## src/rtl/sf_pkg.sv

```systemverilog
package sf_pkg;
  localparam int BYTE_W = 8;
  typedef enum logic [1:0] {
    S_IDLE = 2'd0,
    S_HDR  = 2'd1,
    S_WAIT = 2'd2,
    S_CONN = 2'd3
  } src_state_e;
endpackage

```

## src/rtl/sf_addr_dec.sv

```systemverilog
module sf_addr_dec #(
  parameter int          N_DST   = 4,
  parameter logic [7:0]  HI_CODE = 8'hF0,
  localparam int         IW      = (N_DST > 1) ? $clog2(N_DST) : 1
) (
  input  logic [7:0]    code_i,
  output logic [IW-1:0] idx_o,
  output logic          hit_o
);
  always_comb begin
    idx_o = '0;
    hit_o = 1'b0;
    if (code_i < 8'(N_DST - 1)) begin
      idx_o = code_i[IW-1:0];
      hit_o = 1'b1;
    end else if (code_i == HI_CODE) begin
      idx_o = IW'(N_DST - 1);
      hit_o = 1'b1;
    end
  end
endmodule

```

## src/rtl/sf_src_node.sv

```systemverilog
module sf_src_node
  import sf_pkg::*;
#(
  parameter int          N_DST   = 4,
  parameter logic [7:0]  HI_CODE = 8'hF0,
  localparam int         IW      = (N_DST > 1) ? $clog2(N_DST) : 1
) (
  input  logic          clk_i,
  input  logic          rst_ni,
  input  logic          we_i,
  input  logic [7:0]    data_i,
  input  logic          grant_i,
  input  logic          release_i,
  input  logic          dst_full_i,
  output logic          req_o,
  output logic [IW-1:0] dst_idx_o,
  output logic          hold_o
);
  src_state_e    state_q;
  logic [1:0]    cnt_q;
  logic [IW-1:0] idx_q;
  logic          ok_q;
  logic [IW-1:0] dec_idx;
  logic          dec_hit;

  sf_addr_dec #(.N_DST(N_DST), .HI_CODE(HI_CODE)) u_dec (
    .code_i(data_i), .idx_o(dec_idx), .hit_o(dec_hit)
  );

  always_ff @(posedge clk_i or negedge rst_ni) begin
    if (!rst_ni) begin
      state_q <= S_IDLE;
      cnt_q   <= '0;
      idx_q   <= '0;
      ok_q    <= 1'b0;
    end else begin
      unique case (state_q)
        S_IDLE: if (we_i) begin
          idx_q   <= dec_idx;
          ok_q    <= dec_hit;
          cnt_q   <= 2'd1;
          state_q <= S_HDR;
        end
        S_HDR: if (we_i) begin
          cnt_q <= cnt_q + 2'd1;
          // filler bytes are counted, not inspected
          if (cnt_q == 2'd3) state_q <= ok_q ? S_WAIT : S_IDLE;
        end
        S_WAIT: if (grant_i) state_q <= S_CONN;
        S_CONN: if (release_i) state_q <= S_IDLE;
        default: state_q <= S_IDLE;
      endcase
    end
  end

  assign req_o     = (state_q == S_WAIT);
  assign dst_idx_o = idx_q;
  assign hold_o    = (state_q == S_WAIT) || ((state_q == S_CONN) && dst_full_i);

  a_r8_bad_code_dropped: assert property (@(posedge clk_i) disable iff (!rst_ni)
    (state_q == S_HDR && we_i && cnt_q == 2'd3 && !ok_q) |=> (state_q == S_IDLE && !hold_o));
  a_r6_release_to_idle: assert property (@(posedge clk_i) disable iff (!rst_ni)
    (state_q == S_CONN && release_i) |=> (state_q == S_IDLE));
  a_r4_wait_holds: assert property (@(posedge clk_i) disable iff (!rst_ni)
    (state_q == S_WAIT && !grant_i) |=> hold_o);
  a_r2_header_len: assert property (@(posedge clk_i) disable iff (!rst_ni)
    (state_q == S_IDLE && we_i) |=> (state_q == S_HDR));
endmodule

```

## src/rtl/sf_dst_arb.sv

```systemverilog
module sf_dst_arb #(
  parameter int  N_SRC = 4,
  localparam int SW    = (N_SRC > 1) ? $clog2(N_SRC) : 1
) (
  input  logic             clk_i,
  input  logic             rst_ni,
  input  logic [N_SRC-1:0] req_i,
  input  logic             done_i,
  output logic [N_SRC-1:0] gnt_o,
  output logic             busy_o,
  output logic [SW-1:0]    owner_o
);
  logic          busy_q;
  logic [SW-1:0] owner_q;
  logic [SW-1:0] gnt_idx;

  // lowest index wins
  always_comb begin
    gnt_o   = '0;
    gnt_idx = '0;
    if (!busy_q) begin
      for (int s = N_SRC - 1; s >= 0; s--) begin
        if (req_i[s]) begin
          gnt_o   = '0;
          gnt_o[s] = 1'b1;
          gnt_idx = SW'(s);
        end
      end
    end
  end

  always_ff @(posedge clk_i or negedge rst_ni) begin
    if (!rst_ni) begin
      busy_q  <= 1'b0;
      owner_q <= '0;
    end else if (busy_q) begin
      if (done_i) busy_q <= 1'b0;
    end else if (|gnt_o) begin
      busy_q  <= 1'b1;
      owner_q <= gnt_idx;
    end
  end

  assign busy_o  = busy_q;
  assign owner_o = owner_q;

  a_r7_single_grant: assert property (@(posedge clk_i) disable iff (!rst_ni)
    $onehot0(gnt_o));
  a_r7_lowest_first: assert property (@(posedge clk_i) disable iff (!rst_ni)
    (gnt_o != '0) |-> (((gnt_o - 1'b1) & req_i) == '0));
  a_r6_done_frees: assert property (@(posedge clk_i) disable iff (!rst_ni)
    (busy_q && done_i) |=> !busy_q);
  a_r12_done_idle_noop: assert property (@(posedge clk_i) disable iff (!rst_ni)
    (!busy_q && done_i && req_i == '0) |=> !busy_q);
  a_r10_owner_kept: assert property (@(posedge clk_i) disable iff (!rst_ni)
    (busy_q && !done_i) |=> (busy_q && $stable(owner_q)));
endmodule

```

## src/rtl/byte_switch_fabric.sv

```systemverilog
module byte_switch_fabric
  import sf_pkg::*;
#(
  parameter int          N_SRC   = 4,
  parameter int          N_DST   = 4,
  parameter logic [7:0]  HI_CODE = 8'hF0,
  localparam int         SW      = (N_SRC > 1) ? $clog2(N_SRC) : 1,
  localparam int         IW      = (N_DST > 1) ? $clog2(N_DST) : 1
) (
  input  logic                      clk_i,
  input  logic                      rst_ni,
  input  logic [N_SRC-1:0]          src_we_i,
  input  logic [N_SRC*BYTE_W-1:0]   src_data_i,
  output logic [N_SRC-1:0]          src_hold_o,
  output logic [N_DST-1:0]          dst_we_o,
  output logic [N_DST*BYTE_W-1:0]   dst_data_o,
  input  logic [N_DST-1:0]          dst_full_i,
  input  logic [N_DST-1:0]          dst_done_i
);
  logic [BYTE_W-1:0] src_byte  [N_SRC];
  logic [IW-1:0]     s_idx     [N_SRC];
  logic [N_SRC-1:0]  s_req, s_grant, s_release, s_full;
  logic [N_SRC-1:0]  d_req     [N_DST];
  logic [N_SRC-1:0]  d_gnt     [N_DST];
  logic [N_DST-1:0]  d_busy;
  logic [SW-1:0]     d_owner   [N_DST];

  for (genvar s = 0; s < N_SRC; s++) begin : g_src
    assign src_byte[s] = src_data_i[s*BYTE_W +: BYTE_W];
    assign s_full[s]   = dst_full_i[s_idx[s]];
    sf_src_node #(.N_DST(N_DST), .HI_CODE(HI_CODE)) u_node (
      .clk_i, .rst_ni,
      .we_i(src_we_i[s]), .data_i(src_byte[s]),
      .grant_i(s_grant[s]), .release_i(s_release[s]), .dst_full_i(s_full[s]),
      .req_o(s_req[s]), .dst_idx_o(s_idx[s]), .hold_o(src_hold_o[s])
    );
  end

  for (genvar d = 0; d < N_DST; d++) begin : g_dst
    always_comb begin
      for (int s = 0; s < N_SRC; s++) d_req[d][s] = s_req[s] && (s_idx[s] == IW'(d));
    end
    sf_dst_arb #(.N_SRC(N_SRC)) u_arb (
      .clk_i, .rst_ni,
      .req_i(d_req[d]), .done_i(dst_done_i[d]),
      .gnt_o(d_gnt[d]), .busy_o(d_busy[d]), .owner_o(d_owner[d])
    );
    assign dst_we_o[d] = d_busy[d] && src_we_i[d_owner[d]];
    assign dst_data_o[d*BYTE_W +: BYTE_W] = d_busy[d] ? src_byte[d_owner[d]] : '0;
  end

  always_comb begin
    s_grant   = '0;
    s_release = '0;
    for (int d = 0; d < N_DST; d++) begin
      s_grant = s_grant | d_gnt[d];
      for (int s = 0; s < N_SRC; s++)
        if (d_busy[d] && dst_done_i[d] && d_owner[d] == SW'(s)) s_release[s] = 1'b1;
    end
  end

  // one source owns at most one destination
  for (genvar a = 0; a < N_DST; a++) begin : g_pa
    for (genvar b = a + 1; b < N_DST; b++) begin : g_pb
      a_r3_one_to_one: assert property (@(posedge clk_i) disable iff (!rst_ni)
        (d_busy[a] && d_busy[b]) |-> (d_owner[a] != d_owner[b]));
    end
  end
endmodule

```

## config.mk

```make
export PLATFORM = sky130hd
export DESIGN_NAME = byte_switch_fabric
export DESIGN_NICKNAME = d
export VERILOG_FILES = /design/src/rtl/sf_pkg.sv /design/src/rtl/sf_addr_dec.sv /design/src/rtl/sf_src_node.sv /design/src/rtl/sf_dst_arb.sv /design/src/rtl/byte_switch_fabric.sv
export SDC_FILE = /design/constraint.sdc
export NUM_CORES = 1
export LEC_CHECK = 0
export BUFFER_PORTS_ARGS = -buffer_cell sky130_fd_sc_hd__buf_2
export CAP_MARGIN = 25
export CORE_MARGIN = 1
export CORE_UTILIZATION = 45
export CTS_CLUSTER_DIAMETER = 40
export DETAILED_ROUTE_END_ITERATION = 10
export HOLD_SLACK_MARGIN = 0.08
export PLACE_DENSITY_LB_ADDON = 0.1
export SLEW_MARGIN = 20
export SYNTH_ARGS = -nofsm -noshare
export SYNTH_HDL_FRONTEND = slang
export SYNTH_SLANG_ARGS = --single-unit
```

## constraint.sdc

```tcl
create_clock -name clk_i -period 3 [get_ports clk_i]
set_input_delay 0.6 -clock clk_i [delete_from_list [all_inputs] [get_ports clk_i]]
set_output_delay 0.6 -clock clk_i [all_outputs]
set_load 0.02 [all_outputs]
```

## Yosys cells after proc, flatten, opt, wreduce, memory -nomap -nowiden

Cells that the tools add are included.

- Bits in registers: 40
- Input bits: 46
- Output and inout port bits: 40

- Add/subtract/negate cells: 4
- Order comparisons: 16
- Eq/ne operators: 64
- Mux-type cells: 148
- Bitwise operators: 11
- Reduce and logical (&&, ||, !) cells: 84

Operator list:

| operator | number |
|---|---|
| 2-to-1 mux 2 bit | 52 |
| 2-to-1 mux 8 bit | 12 |
| 2-to-1 mux 4 bit | 20 |
| binary-select mux 8 bit (select 2 bit) | 4 |
| equality test 2 bit (second input constant) | 28 |
| logical AND 1 bit | 44 |
| 2-to-1 mux 1 bit | 44 |
| equality test 8 bit (second input constant) | 4 |
| less-than comparator 8 x 2 -> 1 bit (second input constant) | 4 |
| case mux 2 bit (4 select lines) | 4 |
| equality test 2 x 1 -> 1 bit (second input constant) | 12 |
| zero test 2 bit | 12 |
| less-than comparator 2 x 3 -> 1 bit (second input constant) | 8 |
| != test 2 bit (second input constant) | 12 |
| AND reduction 5 bit | 4 |
| binary-select mux 1 bit (select 2 bit) | 8 |
| != test 2 x 1 -> 1 bit (second input constant) | 8 |
| case mux 2 bit (2 select lines) | 4 |
| AND reduction 2 bit | 8 |
| OR reduction 4 bit | 4 |
| greater-or-equal comparator 3 bit (second input constant) | 4 |
| inverter 2 -> 3 bit | 4 |
| OR 4 bit | 3 |
| AND reduction 3 bit | 4 |
| 4 further kinds | 16 |

## Depth between registers and ports, before layout

- Word-level depth: 12
- Depth in mapped cells: 6

## Hierarchy

From an unflattened synthesis, not the netlist that was laid out.

- Cells, all modules: 419
- Area, all modules: 4,080.2 µm²

By module, submodules not included:

| module | times used | cells each | area an instance (µm²) |
|---|---|---|---|
| byte_switch_fabric | 1 | 176 | 1,442.6 |
| sf_dst_arb | 4 | 20 | 188.9 |
| sf_src_node (g_src[2].u_node ...) | 2 | 27 | 361.6 |
| sf_addr_dec | 4 | 13 | 105.1 |
| sf_src_node (g_src[0].u_node) | 1 | 29 | 372.9 |
| sf_src_node (g_src[1].u_node) | 1 | 28 | 365.4 |

## Least setup slack after synthesis

No wires, ideal clock.

- Path kind: input -> output
- Start point: input dst_full_i[1]
- End point: output src_hold_o[1]
- Arrival: 1,388 ps
- Path slack: 1,012 ps
- Stages on the path: 3
- Buffers on the path: 1
- Cells stage by stage: mux4_1 > o21a_1 > buf_4

- Word-level cells in the longest chain between the ends: 4

Ends and longest elaborated chain:

| item | line | RTL |
|---|---|---|
| start: declaration | byte_switch_fabric.sv:17 | `input logic [N_DST-1:0] dst_full_i,` |
| binary-select mux 1 bit (select 2 bit) | byte_switch_fabric.sv:30 | `assign s_full[s] = dst_full_i[s_idx[s]];` |
| 2-to-1 mux 1 bit (implied by the code) | byte_switch_fabric.sv:30 |  |
| logical AND 1 bit | sf_src_node.sv:58 | `assign hold_o = (state_q == S_WAIT) \|\| ((state_q == S_CONN) && dst_full_i);` |
| logical OR 1 bit | sf_src_node.sv:58 |  |
| end: declaration | byte_switch_fabric.sv:14 | `output logic [N_SRC-1:0] src_hold_o,` |

Every way passes these cells. The select of a mux whose other input is x is not followed.

## Worst setup path in the final report

- Start point: register g_dst[1].u_arb.owner_q[1]
- End point: output dst_data_o[8]

- Word-level cells in the longest chain between the ends: 5

Ends and longest elaborated chain:

| item | line | RTL |
|---|---|---|
| start: declaration | sf_dst_arb.sv:14 | `logic [SW-1:0] owner_q;` |
| start signal: assignment | sf_dst_arb.sv:40 | `owner_q <= gnt_idx;` |
| inverter 2 -> 3 bit (implied by the code) | byte_switch_fabric.sv:49 | `assign dst_data_o[d*BYTE_W +: BYTE_W] = d_busy[d] ? src_byte[d_owner[d]] : '0;` |
| binary-select mux 8 bit (select 2 bit) | byte_switch_fabric.sv:49 |  |
| 2-to-1 mux 8 bit (implied by the code) (2 in a row) | byte_switch_fabric.sv:49 |  |
| 2-to-1 mux 8 bit | byte_switch_fabric.sv:49 |  |
| end: declaration | byte_switch_fabric.sv:16 | `output logic [N_DST*BYTE_W-1:0] dst_data_o,` |

Every way passes these cells. The select of a mux whose other input is x is not followed.

==> impl_metrics.env <==
export IMPL_crit_required_ps=2400
export IMPL_ctsHtreeMaxLevel=2
export IMPL_drc=0
export IMPL_rows=33
export IMPL_viasPerCell=6.25
export IMPL_setup_violations=0
export IMPL_synth_edf_count=0
export IMPL_synth_async_reset_ratio=1.00
export IMPL_worst_hold_path_type="input port to asynchronous set/reset pin"
export IMPL_critPathSlowestCell="dfrtp_1"
export IMPL_gp_congestion=0.928
export IMPL_synth_most_common_cell="dfrtp_1"
export IMPL_path_max_fanout=14
export IMPL_slew_headroom=0.505
export IMPL_hold_viol_final=0
export IMPL_ys_warn_count=0
export IMPL_pin_count=86
export IMPL_cp_end_kind="primary output"
export IMPL_syn_area_per_cell_sq_um=10.1
export IMPL_ir_worst_vdd_mv=0.279
export IMPL_p_leak_nw=1.90
export IMPL_antenna_found_initial=0
export IMPL_finalClockSkew_ps=4.71
export IMPL_placement_io_buffers=85
export IMPL_critical_path_max_stage_delay_ps=800
export IMPL_fill_cells=778
export IMPL_clockBufferDepth=2
export IMPL_final_min_clock_period_ps=2610
export IMPL_ant_nets=0
export IMPL_wl_microns=11500
export IMPL_nets=498
export IMPL_cp_cell_sequence="mux4_2 > and2_1 > buf_2"
export IMPL_netlist_area_sq_um=3840
export IMPL_crit_arrival_ps=2010
export IMPL_track_usage=0.270
export IMPL_cts_tree="built"
export IMPL_n_antenna_cell=0
export IMPL_synth_area_top_cells="dfrtp_1 (26%), mux4_2 (22%), and2_1 (5.9%)"
export IMPL_die_area_sq_um=8910
export IMPL_grt_max_degree=41
export IMPL_holdBufCountCts=0
export IMPL_critPathKind="flop to primary output"
export IMPL_grt_pass1_vias=3293
export IMPL_clkSinkCount=40
export IMPL_drv_slew=0
export IMPL_drtIter0Drc=164
export IMPL_postSynthCellCount=379
export IMPL_synth_fp_nets=429
export IMPL_dr_pass1_iters=4
export IMPL_hpwl_microns=8640
export IMPL_fin_util=0.530
export IMPL_clk_latency_ps=300
export IMPL_path_buf_inv=1
export IMPL_power_density_nw_per_um2=517
export IMPL_wl_per_cell_microns=20.8
export IMPL_synth_top_area_cell="dfrtp_1"
export IMPL_hold_ws_ps=250
export IMPL_final_setup_tns_ps=0
export IMPL_numCtsBuffers=5
export IMPL_rsz0062_at_grt="false"
export IMPL_clk_pin_slew_worst_paths_ps=80
export IMPL_startpoint_type="flop"
export IMPL_p_total_mw=2.26
export IMPL_initial_core_util=0.465
export IMPL_crit_family="flip-flops"
export IMPL_die_w_microns=94.4
export IMPL_drive_gt1_frac=0.359
export IMPL_synthTopCellsByCount="dfrtp_1 (40), mux4_2 (38), nand2_1 (37)"
export IMPL_tightest_slew_ps=743
export IMPL_fin_area_sq_um=4380
export IMPL_post_cts_setup_buffers=0
export IMPL_status="completed"
export IMPL_coreArea_sq_um=8260
export IMPL_post_route_period_util=0.870
export IMPL_maxCapViolations=0
export IMPL_synth_seq_cells=40
export IMPL_fmax_mhz=383
export IMPL_grt_pass1_wl_microns=17800
export IMPL_vias=3461
export IMPL_yosys_area_top_type_share=0.261
export IMPL_die_h_microns=94.4
export IMPL_cts_resized_gates=0
export IMPL_dpl_instance_area_sq_um=4220
export IMPL_yosysSeqAreaShare=0.261
export IMPL_grt_ovfl_total=0
export IMPL_clock_root_buffer="clkbuf_8"
export IMPL_synth_ff_type="dfrtp_1"
export IMPL_syn2layout_area_growth_pct=13.9
export IMPL_yosysUniqueCellTypes=56
cells by family (layout without fill, tap and decap cells):
kind of cell             count (synthesis)  count (layout)  share of synthesized area
AND/OR/NAND/NOR                        176             176                      0.270
AO/OA/AOI/OAI                           74              74                      0.133
multiplexers                            45              45                      0.255
adder cells (fa/ha/maj)                  4               4                     0.0130
buffers and inverters                   40             110                     0.0684
flip-flops                              40              40                      0.261
flip-flops by register name, summed over array words and instances (netlist names), named ones only:
register / flops
g_src.u_node.cnt_q: 8
g_dst.u_arb.busy_o: 4
g_src.u_node.ok_q: 4
g_src.u_node.state_q: 4
g_dst.u_arb.owner_o: 8
g_src.u_node.dst_idx_o: 8
cell usage in the layout (no fill, tap or decap), drive strengths merged, types with 8 or more instances in the layout:
cell type  netlist  layout
o21ai           21      21
nor2            34      34
dfrtp           40      40
nand3           13      13
inv              9       9
o22a             8       8
and2            36      36
buf             22      93
nand2           37      37
a21oi           12      12
mux4            41      41
area by class of cell:
cell class,instances,area (sq um),area share
clock inverter,1,30.0,0.00686
sequential,40,1000,0.229
timing repair buffer,93,505,0.116
tap,105,131,0.0300
multi-input combinational,299,2580,0.589
inverter,9,33.8,0.00772
clock buffer,7,96.3,0.0220
report_power, final:
part	internal [mW]	switching, mW
clock network	0.294	0.204
registers	0.659	0.279
logic	0.450	0.374
total	1.40	0.858
final timing paths:
| kind | startpoint | end | slack [ps] | cells past startpoint |
|---|---|---|---|---|
| worst max-delay path | g_dst[1].u_arb.owner_o[1]$_DFFE_PN0P_ | dst_data_o[8] | 390 | 3 |
| worst min-delay path | rst_ni | g_src[0].u_node.cnt_q[1]$_DFFE_PN0P_ | 250 | 1 |
| worst max register to register | g_dst[1].u_arb.owner_o[0]$_DFFE_PN0P_ | flop | 1050 | 5 |
| worst min register to register | g_src[1].u_node.ok_q$_DFFE_PN0P_ | g_src[1].u_node.ok_q$_DFFE_PN0P_ | 490 | 2 |
| max in group asynchronous | rst_ni | g_dst[2].u_arb.owner_o[1]$_DFFE_PN0P_ | 2270 | 2 |
| min in group clk_i | g_src[1].u_node.ok_q$_DFFE_PN0P_ | g_src[1].u_node.ok_q$_DFFE_PN0P_ | 490 | 2 |
routing by layer:
layer | up-vias | routed length [microns] | global-route usage
met1 | 1743 | 5050 | 0.385
met3 | 18 | 857 | 0.0523
met4 | 0 | 172 | 0.0872
met5 | - | 0 | 0
li1 | 1591 | - | -
met2 | 109 | 5460 | 0.412
metrics by stage:
stage	worst slack (ps)	cells
2_1_floorplan	1010	379
3_3_place_gp	699	545
3_5_place_dp	697	545
4_1_cts	354	553
5_1_grt	283	554
6_report	390	554
No activity file was read; power rests on OpenSTA's default activity.
